### src/rtl/scan_mut_pkg.sv
package scan_mut_pkg;

    // How a lane treats the bit that comes back from its chain.
    typedef enum logic {
        LANE_PASS   = 1'b0,
        LANE_INVERT = 1'b1
    } lane_mode_e;

    // Phase of the rotation as seen by the counter.
    typedef enum logic {
        ROT_MID  = 1'b0,
        ROT_WRAP = 1'b1
    } rot_phase_e;

    function automatic logic lane_drive(input lane_mode_e mode, input logic bit_in);
        return (mode == LANE_INVERT) ? ~bit_in : bit_in;
    endfunction

    function automatic lane_mode_e mode_of(input logic pick);
        return pick ? LANE_INVERT : LANE_PASS;
    endfunction

endpackage

### src/rtl/scan_mut_decoder.sv
module scan_mut_decoder #(
    parameter int SEL_W = 3
) (
    input  logic                  fire,
    input  logic [SEL_W-1:0]      idx,
    output logic [(1<<SEL_W)-1:0] hot
);
    localparam int NOUT = 1 << SEL_W;

    // One comparator per output; only a fired request raises a line.
    for (genvar j = 0; j < NOUT; j++) begin : g_line
        assign hot[j] = fire && (idx == SEL_W'(j));
    end
endmodule

### src/rtl/scan_mut_dor.sv
module scan_mut_dor #(
    parameter int WIDTH = 8
) (
    input  logic             clk,
    input  logic             rst,
    input  logic [WIDTH-1:0] hot_in,
    output logic [WIDTH-1:0] pick_q
);
    always_ff @(posedge clk) begin
        if (rst) begin
            pick_q <= '0;
        end else begin
            pick_q <= hot_in;
        end
    end

    AST_PICK_CLEARED: assert property (@(posedge clk) rst |=> (pick_q == '0));
    AST_PICK_ONEHOT0: assert property (@(posedge clk) disable iff (rst) $onehot0(pick_q));
endmodule

### src/rtl/scan_mut_lane.sv
module scan_mut_lane
    import scan_mut_pkg::*;
(
    input  logic pick,
    input  logic from_chain,
    output logic to_chain
);
    lane_mode_e mode;

    always_comb begin
        mode     = mode_of(pick);
        to_chain = lane_drive(mode, from_chain);
    end
endmodule

### src/rtl/scan_mut_rotation.sv
module scan_mut_rotation
    import scan_mut_pkg::*;
#(
    parameter int CHAIN_LEN = 16
) (
    input  logic clk,
    input  logic rst,
    output logic done_q
);
    localparam int CNT_W = (CHAIN_LEN > 1) ? $clog2(CHAIN_LEN) : 1;
    localparam logic [CNT_W-1:0] LAST_POS = CNT_W'(CHAIN_LEN - 1);

    logic [CNT_W-1:0] pos_q;
    rot_phase_e       phase;

    always_comb begin
        phase = (pos_q == LAST_POS) ? ROT_WRAP : ROT_MID;
    end

    always_ff @(posedge clk) begin
        if (rst) begin
            pos_q  <= '0;
            done_q <= 1'b0;
        end else if (phase == ROT_WRAP) begin
            pos_q  <= '0;
            done_q <= 1'b1;
        end else begin
            pos_q  <= pos_q + 1'b1;
            done_q <= 1'b0;
        end
    end

    AST_DONE_ONE_CLOCK: assert property (@(posedge clk) disable iff (rst) done_q |=> !done_q);
    AST_DONE_AT_START:  assert property (@(posedge clk) disable iff (rst) done_q |-> (pos_q == '0));
endmodule

### src/rtl/scan_mutate_decomp.sv
module scan_mutate_decomp #(
    parameter int SEL_W     = 3,
    parameter int CHAIN_LEN = 16
) (
    input  logic                  clk,
    input  logic                  rst,
    input  logic                  en,
    input  logic                  din,
    input  logic [SEL_W-1:0]      sel,
    input  logic [(1<<SEL_W)-1:0] chain_so,
    output logic [(1<<SEL_W)-1:0] chain_si,
    output logic                  pattern_done
);
    localparam int NCH = 1 << SEL_W;

    logic           req_fire;
    logic [NCH-1:0] hot;
    logic [NCH-1:0] pick_q;

    assign req_fire = en & din;

    scan_mut_decoder #(.SEL_W(SEL_W)) u_dec (
        .fire (req_fire),
        .idx  (sel),
        .hot  (hot)
    );

    scan_mut_dor #(.WIDTH(NCH)) u_dor (
        .clk    (clk),
        .rst    (rst),
        .hot_in (hot),
        .pick_q (pick_q)
    );

    for (genvar i = 0; i < NCH; i++) begin : g_lane
        scan_mut_lane u_lane (
            .pick       (pick_q[i]),
            .from_chain (chain_so[i]),
            .to_chain   (chain_si[i])
        );
    end

    scan_mut_rotation #(.CHAIN_LEN(CHAIN_LEN)) u_rot (
        .clk    (clk),
        .rst    (rst),
        .done_q (pattern_done)
    );

    AST_EN_LOW_NO_FLIP:  assert property (@(posedge clk) disable iff (rst) !en |=> (chain_si == chain_so));
    AST_DIN_LOW_NO_FLIP: assert property (@(posedge clk) disable iff (rst) !din |=> (chain_si == chain_so));
    AST_SEL_HITS_CHAIN:  assert property (@(posedge clk) disable iff (rst)
        (en && din) |=> ((chain_si ^ chain_so) == (NCH'(1) << $past(sel))));
    AST_SINGLE_CYCLE:    assert property (@(posedge clk) disable iff (rst)
        (pick_q != '0) && !(en && din) |=> (chain_si == chain_so));
endmodule

### config.mk
export PLATFORM = sky130hd
export DESIGN_NAME = scan_mutate_decomp
export DESIGN_NICKNAME = d
export VERILOG_FILES = /design/src/rtl/scan_mut_pkg.sv /design/src/rtl/scan_mut_decoder.sv /design/src/rtl/scan_mut_dor.sv /design/src/rtl/scan_mut_lane.sv /design/src/rtl/scan_mut_rotation.sv /design/src/rtl/scan_mutate_decomp.sv
export SDC_FILE = /design/constraint.sdc
export NUM_CORES = 1
export LEC_CHECK = 0
export BUFFER_PORTS_ARGS = -buffer_cell sky130_fd_sc_hd__buf_2
export CORE_AREA = 2 2 46 48
export DETAILED_ROUTE_END_ITERATION = 8
export DIE_AREA = 0 0 48 50
export SLEW_MARGIN = 10
export SYNTH_ARGS = -nofsm -noshare
export SYNTH_HDL_FRONTEND = slang
export SYNTH_SLANG_ARGS = --single-unit
### constraint.sdc
create_clock -name clk -period 1 [get_ports clk]
set_input_delay 0.05 -clock clk [delete_from_list [all_inputs] [get_ports clk]]
set_output_delay 0.05 -clock clk [all_outputs]
set_load 0.1 [all_outputs]
==> out/metrics.yaml, run 1 <==
sta:
  max_clock_freq_mhz: 948
  rsz0062_at_grt: "yes"
  timing_worst_slew_pin_value_ns: 0.256
  finalWorstPathRequiredPeriod_ns: 1.05
  timing.clock.skew_ns: 0.00538
  finalSetupViolations: 9
  slew_viol_final: 0
  period_share_pct: 105
  timing.max_slew.rel_slack_pct: 82.8
  report.final.hold_viol_count: 0
  final_critical_path_setup_slack_ns: -0.0549
grt:
  antenna_violations_before_repair: 0
  first_pass_grt_wire_length_um: 1610
  grt.overflow.total: 0
  grt_max_degree: 10
  grt_pass1_vias: 426
  gr-usage-all-layers_pct: 9.89
setup_path:
  cp-start-kind: "register"
  timing.critical_path.buf_inv: 1
  crit_type: "reg -> out"
  critical_path_s_top_delay_family: "flip-flops"
  cp_max_stage_delay_ns: 0.34
  timing.critical_path.slowest_stage_cell: "sky130_fd_sc_hd__dfxtp_2"
  worst_ep_arrival_time_ns: 1.00
  critical_path_peak_fanout: 1
  critPathRequiredTime_ns: 0.95
  cp_cell_sequence: "xor2_2 -> buf_12"
  endpoint_kind: "output pin"
drt:
  avgRoutedWirePerCell_um: 9.94
  drtIter0Drc: 1
  detail_route.first_pass.iterations: 2
  viasPerCell: 4.25
  num_vias: 433
  drcViolationCount: 0
  ant_nets: 0
  wl_um: 1010
placed_design:
  placed_cells: 96
  gp_congestion: 0.697
  numPortBuffers: 23
  pre_cts_ws_ns: -0.0311
layout:
  non_filler_cells_final: 102
  post_route_cells_drive_above_1_share_pct: 62.7
  flow.area_growth_from_synthesis_pct: 66.1
  post_layout_nets: 92
  antenna_cells: 0
  fill_cell_total_of_the_finished_layout: 188
outcome:
  failed_checks: "setup timing"
  outcome: "finished with violations"
clocking:
  tritoncts: "done"
  ctsHtreeMaxLevel: 1
  buffer_depth_of_the_longest_clock_path: 2
  root_buffer_cell: "sky130_fd_sc_hd__clkbuf_4"
  clk_pin_slew_ns: 0.08
  clock_buffer_count_from_cts: 3
  clock_sinks: 13
  insertion_delay_ns: 0.27
yosys:
  synthMostInstantiatedCell: "sky130_fd_sc_hd__dfxtp_1"
  synth.area.top_cells: "sky130_fd_sc_hd__dfxtp_1 47%, sky130_fd_sc_hd__xor2_1 13%, sky130_fd_sc_hd__buf_4 11%"
  syn-mean-instance-area_um2: 10.2
  async_flop_share_pct: 0
  flop_and_latch_count_out_of_synthesis: 13
  synthDominantAreaCellType: "sky130_fd_sc_hd__dfxtp_1"
  count_of_flip_flops_with_a_built_in_enable_after_synthesis: 0
  post_synth_inst_count: 54
  synth_top_cells_by_count: "13 x sky130_fd_sc_hd__dfxtp_1, 8 x sky130_fd_sc_hd__buf_4, 8 x sky130_fd_sc_hd__nor2_1, 8 x sky130_fd_sc_hd__xor2_1"
  ys_types: 16
  synth_area_um2: 549
  synth_seq_area_share_pct: 47.4
  netlist.area_leader.share_pct: 47.4
  synth_ff_type: "sky130_fd_sc_hd__dfxtp_1"
  synth-warning-count: 0
  syn-num-nets: 70
power:
  power_density_nw_per_um2: 1350
  worst_ir_drop_vdd_mv: 0.639
  static-leakage-power_nw: 0.386
run:
  maxCapViolCount: 0
floorplan:
  core_area_um2: 1900
  ioPinCount: 24
  fp.dieW_um: 48
  rows: 16
  die-area_um2: 2400
  floorplan.initialDensity_pct: 28.9
  vertical_die_dimension_um: 50
min_path:
  worst_min_delay_path_class: "in -> reg"
==> layer usage <==
metal / global-route usage, % / vias to the layer above / wire length [um]
li1: - / 205 / -
met1: 8.76 / 213 / 394
met2: 17.1 / 15 / 555
met3: 4.76 / 0 / 64
met4: 5.41 / 0 / 0
met5: 0 / - / 0
==> sequential cells by signal, indices dropped and copies added (netlist names) <==
register,cells
u_rot.pos_q,4
u_dor.pick_q,8
u_rot.done_q,1
==> metrics by stage <==
step	util (%)	hold WS, ns	instance area [um^2]	power [mW]	TNS [ns]
3_5_place_dp	40.6	0.271	772	0.885	-0.0311
5_1_grt	48.0	0.0480	912	1.30	-0.848
4_1_cts	46.7	0.0275	888	1.23	-0.431
6_report	48.0	0.0476	912	1.23	-0.346
2_1_floorplan	-	0.127	552	0.779	0
3_3_place_gp	40.6	0.275	772	0.879	0
==> cells in the final DEF (no fill, tap or decap), types with 2 or more instances in the layout <==
cell                       count
sky130_fd_sc_hd__dfxtp_1       4
sky130_fd_sc_hd__nor4_1        2
sky130_fd_sc_hd__nor2_1        7
sky130_fd_sc_hd__buf_2        13
sky130_fd_sc_hd__nand3_1       2
sky130_fd_sc_hd__a31oi_1       2
sky130_fd_sc_hd__buf_12        9
sky130_fd_sc_hd__dfxtp_2       8
sky130_fd_sc_hd__clkbuf_4      3
sky130_fd_sc_hd__nand3b_1      2
sky130_fd_sc_hd__buf_4         2
sky130_fd_sc_hd__xor2_2        8
==> cell families after synthesis <==
logic type / share of synthesized area (%)
buffers and inverters: 13.0
and+or+nand+nor: 17.8
adders and majority gates: 2.28
xor gates and xnor gates: 14.4
AOI/OAI and AO/OA: 5.24
DFF: 47.4
==> repair_timing <==
item,4_1_cts,5_1_grt
gates resized for setup,16,6
hold buffers,2,0
pin swaps,9,6
endpoints found under the setup margin,9,15
setup buffers,0,1
hold endpoints to repair,2,0
==> worst paths after layout <==
path / from / end / slack, ns / cells past startpoint
hold / removal: rst / u_dor.pick_q[1]$_SDFF_PP0_ / 0.05 / 2
setup reg to reg: u_rot.pos_q[1]$_SDFF_PP0_ / u_rot.pos_q[3]$_SDFF_PP0_ / -0.04 / 3
setup / recovery: u_dor.pick_q[1]$_SDFF_PP0_ / chain_si[1] / -0.05 / 2
hold reg to reg: u_rot.pos_q[3]$_SDFF_PP0_ / u_rot.done_q$_SDFF_PP0_ / 0.50 / 2
==> final cells by class <==
class | instances | area [um^2] | share of cell area (%)
Clock buffer | 4 | 26.3 | 2.88
Tap cell | 27 | 33.8 | 3.70
Multi-Input combinational cell | 32 | 295 | 32.4
Sequential cell | 13 | 274 | 30.0
Timing Repair Buffer | 26 | 283 | 31.0
==> worst reg2reg max path: stages (launching register included) <==
cell and delay (ns):
sky130_fd_sc_hd__dfxtp_4 0.36, sky130_fd_sc_hd__ha_4 0.17, sky130_fd_sc_hd__a21o_1 0.16, sky130_fd_sc_hd__a311oi_1 0.27
==> power breakdown <==
| group | total [mW] | internal (mW) | leakage (nW) | switching (mW) |
|---|---|---|---|---|
| combinational | 0.364 | 0.145 | 0.261 | 0.218 |
| clock | 0.321 | 0.154 | 0.0150 | 0.167 |
| sequential | 0.546 | 0.532 | 0.110 | 0.0142 |
(Power assumes the default switching activity.)
==> run 2, diff against run 1 <==
- CORE_AREA: 2 2 46 48 -> 2 2 41 43
- DIE_AREA: 0 0 48 50 -> 0 0 43 45
- PLACE_DENSITY: unset -> 0.69
- SYNTH_HIERARCHICAL: unset -> 1
==> run 2 against run 1 <==
Effect of this change:
- the run still ends with setup timing left
- clock-buffer cell count unchanged
- first-iteration DRC count increased to 8.0 times the previous value
- synthesized cell count is 7.4% lower
- die area is 19% lower
- cell count down 7.8%
- routed wire length rose by 13%
- highest routed layer is now met4
- critical path type unchanged
- global-route usage rose by 3.1 points
- sequential share of layout area is 2.7 points lower
- area after synthesis grew 4.1%
==> out/metrics.yaml, run 2 <==
outcome:
  outcome: "finished with violations"
  failed_checks: "setup timing"
layout:
  reg.largest.list: "u_dor/pick_q (8), u_rot/pos_q (4), u_rot/done_q (1)"
  layout.cells.most_common: "sky130_fd_sc_hd__buf_2"
  flow.area_growth_from_synthesis_pct: 86.0
  antenna_cells: 0  # unchanged
  largest_reg_flops: 8  # unchanged
  post_layout_nets: 95  # +3.3%
  commonest_cells_after_routing_fill_and_taps_aside: "14 x sky130_fd_sc_hd__buf_2, 9 x sky130_fd_sc_hd__buf_12, 8 x sky130_fd_sc_hd__xor2_4, 8 x sky130_fd_sc_hd__nor2b_1, 7 x sky130_fd_sc_hd__dfxtp_4"
  fill_cell_total_of_the_finished_layout: 102  # -46%
  regMostFlops: "u_dor/pick_q"
  register_area_um2: 290  # +5.9%
  multiInputGateArea_um2: 465  # +58%
  post_route_cells_drive_above_1_share_pct: 73.1  # +10 points
grt:
  grt_max_degree: 14  # +4
  gr-usage-all-layers_pct: 13.0  # +3.1 points
  first_pass_grt_wire_length_um: 1860  # +15%
  antenna_violations_before_repair: 0  # unchanged
  grt_pass1_vias: 445  # +4.5%
  grt.overflow.total: 0  # unchanged
yosys:
  flop_and_latch_count_out_of_synthesis: 13  # unchanged
  synth-xor-area-share_pct: 13.8  # -0.57 points
  ys_types: 19  # +3
  synth_top_cells_by_count: "13 x sky130_fd_sc_hd__dfxtp_1, 8 x sky130_fd_sc_hd__nor2b_1, 8 x sky130_fd_sc_hd__xor2_1, 3 x sky130_fd_sc_hd__and4b_2, 3 x sky130_fd_sc_hd__and4bb_2"
  synth_area_um2: 572  # +4.1%
  netlist.area_leader.share_pct: 45.5  # -1.9 points
  synth_top_family_by_area: "simple AND/OR/NAND/NOR gates"
  post_synth_inst_count: 50  # -7.4%
  synth_simple_gate_area_share_pct: 35.2  # +17 points
  syn-mean-instance-area_um2: 11.4  # +12%
  synth_seq_area_share_pct: 45.5  # -1.9 points
  count_of_flip_flops_with_a_built_in_enable_after_synthesis: 0  # unchanged
  synth-compound-area-share_pct: 2.63  # -2.6 points
  synth.area.top_cells: "sky130_fd_sc_hd__dfxtp_1 46%, sky130_fd_sc_hd__xor2_1 12%, sky130_fd_sc_hd__nor2b_1 8.8%"
  async_flop_share_pct: 0  # unchanged
  synth-warning-count: 6  # +6
  synthDominantAreaCellType: "sky130_fd_sc_hd__dfxtp_1"
  synthMuxAreaShare_pct: 0  # unchanged
  synth_ff_type: "sky130_fd_sc_hd__dfxtp_1"
  syn-num-nets: 66  # -5.7%
  synthMostInstantiatedCell: "sky130_fd_sc_hd__dfxtp_1"
  adder_and_majority_cell_fraction_of_the_synthesized_area_pct: 2.19  # -0.090 points
drt:
  drcViolationCount: 0  # unchanged
  route.met2.wl_um: 610  # +9.9%
  detail_route.first_pass.iterations: 4  # +2
  wl_met1_um: 412  # +4.6%
  highest-signal-layer: "met4"
  route.met3.wl_um: 109  # +70%
  viasPerCell: 5.13  # +21%
  avgRoutedWirePerCell_um: 12.1  # +22%
  ant_nets: 0  # unchanged
  wl_um: 1140  # +13%
  num_vias: 482  # +11%
  drtIter0Drc: 8  # +7
clocking:
  insertion_delay_ns: 0.27  # about the same
  clock_sinks: 13  # unchanged
  buffer_depth_of_the_longest_clock_path: 2  # unchanged
  clk_pin_slew_ns: 0.08  # about the same
  ctsHoldBuffers: 0  # -2
  ctsHtreeMaxLevel: 1  # unchanged
  clock_buffer_count_from_cts: 3  # unchanged
  root_buffer_cell: "sky130_fd_sc_hd__clkbuf_4"
  tritoncts: "done"
sta:
  timing.max_slew.rel_slack_pct: 84.5  # +1.7 points
  period_share_pct: 105  # -0.64 points
  rsz0062_at_grt: "yes"
  timing_worst_slew_pin_value_ns: 0.233  # -0.0230 ns
  report.final.hold_viol_count: 0  # unchanged
  final_critical_path_setup_slack_ns: -0.0485  # +0.00636 ns
  whs_ns: 0.105  # +0.0578 ns
  timing.clock.skew_ns: 0.00119  # -0.00419 ns
  slew_viol_final: 0  # unchanged
  max_clock_freq_mhz: 954  # +0.61%
  finalWorstPathRequiredPeriod_ns: 1.05  # -0.00636 ns
  finalSetupViolations: 8  # -1
placed_design:
  numPortBuffers: 23  # unchanged
  place.detailed.hpwl_um: 828
  gp_congestion: 0.799  # +15%
  pre_cts_ws_ns: 0.00797  # +0.0391 ns
floorplan:
  vertical_die_dimension_um: 45  # -10%
  die-area_um2: 1940  # -19%
  rows: 14  # -2
  fp.dieW_um: 43  # -10%
  core_area_um2: 1470  # -23%
  floorplan.initialDensity_pct: 38.9  # +10 points
  ioPinCount: 24  # unchanged
run:
  maxCapViolCount: 0  # unchanged
setup_path:
  crit_type: "reg -> out"
  critical_path_s_top_delay_family: "flip-flops"
  critPathRequiredTime_ns: 0.95  # about the same
  endpoint_kind: "output pin"
  cp-start-kind: "register"
  cp_cell_sequence: "xor2_4 -> buf_12"
  cp_max_stage_delay_ns: 0.37  # +0.03 ns
  critical_path_peak_fanout: 1  # unchanged
  worst_ep_arrival_time_ns: 1.00  # about the same
  timing.critical_path.buf_inv: 1  # unchanged
  timing.critical_path.slowest_stage_cell: "sky130_fd_sc_hd__dfxtp_4"
power:
  static-leakage-power_nw: 0.422  # +9.3%
  power_density_nw_per_um2: 1160  # -14%
  worst_ir_drop_vdd_mv: 0.841  # +32%
min_path:
  worst_min_delay_path_class: "in -> reg"
==> run 2: cell types whose count changed after synthesis, moves of 3 or more <==
cell                       delta
sky130_fd_sc_hd__buf_4        -8
sky130_fd_sc_hd__nor2_1       -7
sky130_fd_sc_hd__nor2b_1      +7
sky130_fd_sc_hd__and4b_2      +3
sky130_fd_sc_hd__and4bb_2     +3
==> run 2: final timing paths <==
check,startpoint,to,slack [ns],cells past startpoint
min reg2reg,u_rot/pos_q[3]$_SDFF_PP0_,u_rot/pos_q[3]$_SDFF_PP0_,0.52,2
max,u_dor/pick_q[7]$_SDFF_PP0_,chain_si[7],-0.05,2
max reg2reg,u_rot/pos_q[0]$_SDFF_PP0_,u_rot/done_q$_SDFF_PP0_,0.04,3
min,rst,u_rot/pos_q[2]$_SDFF_PP0_,0.11,2
==> run 2: per-stage QoR <==
step	setup TNS [ns]	utilization, %	instances	cell area, um^2	power, mW
after floorplan	0	-	50	732	0.772
after global placement	0	68.6	90	1010	0.935
after detailed placement	0	68.6	90	1010	0.940
after CTS	-0.455	71.4	94	1050	1.25
after global routing	-0.634	72.3	94	1060	1.29
final	-0.341	72.3	94	1060	1.23
==> run 2: cell type report <==
| class | count | area share (%) |
|---|---|---|
| Tap cell | 16 | 1.88 |
| Timing Repair Buffer | 24 | 24.2 |
| Clock buffer | 4 | 2.47 |
| Multi-Input combinational cell | 36 | 43.8 |
| Sequential cell | 13 | 27.3 |
| Inverter | 1 | 0.353 |
==> run 2: where the power goes <==
part | internal (mW) | switching, mW | leakage, nW
Clock | 0.154 | 0.166 | 0.0150
Sequential | 0.516 | 0.0137 | 0.112
Combinational | 0.153 | 0.232 | 0.295
==> run 2: what timing repair did <==
item / CTS / global route
endpoints found under the setup margin: 10 / 12
endpoints found under the hold margin: 0 / 0
buffers inserted: 0 / 0
pin swaps: 3 / 4
resized for setup: 5 / 6
==> run 2: cell families after synthesis <==
group	count (synthesis)
AO/OA/AOI/OAI	3
buffers and inverters	1
XOR/XNOR	9
AND/OR/NAND/NOR	23
flip-flops	13
adder cells (fa/ha/maj)	1
==> run 2: per-layer routing <==
layer  up-vias  track usage (%)
li1        224                -
met1       231             15.4
met2        25             21.5
met3         2             2.40
met4         0             9.09
met5         -                0
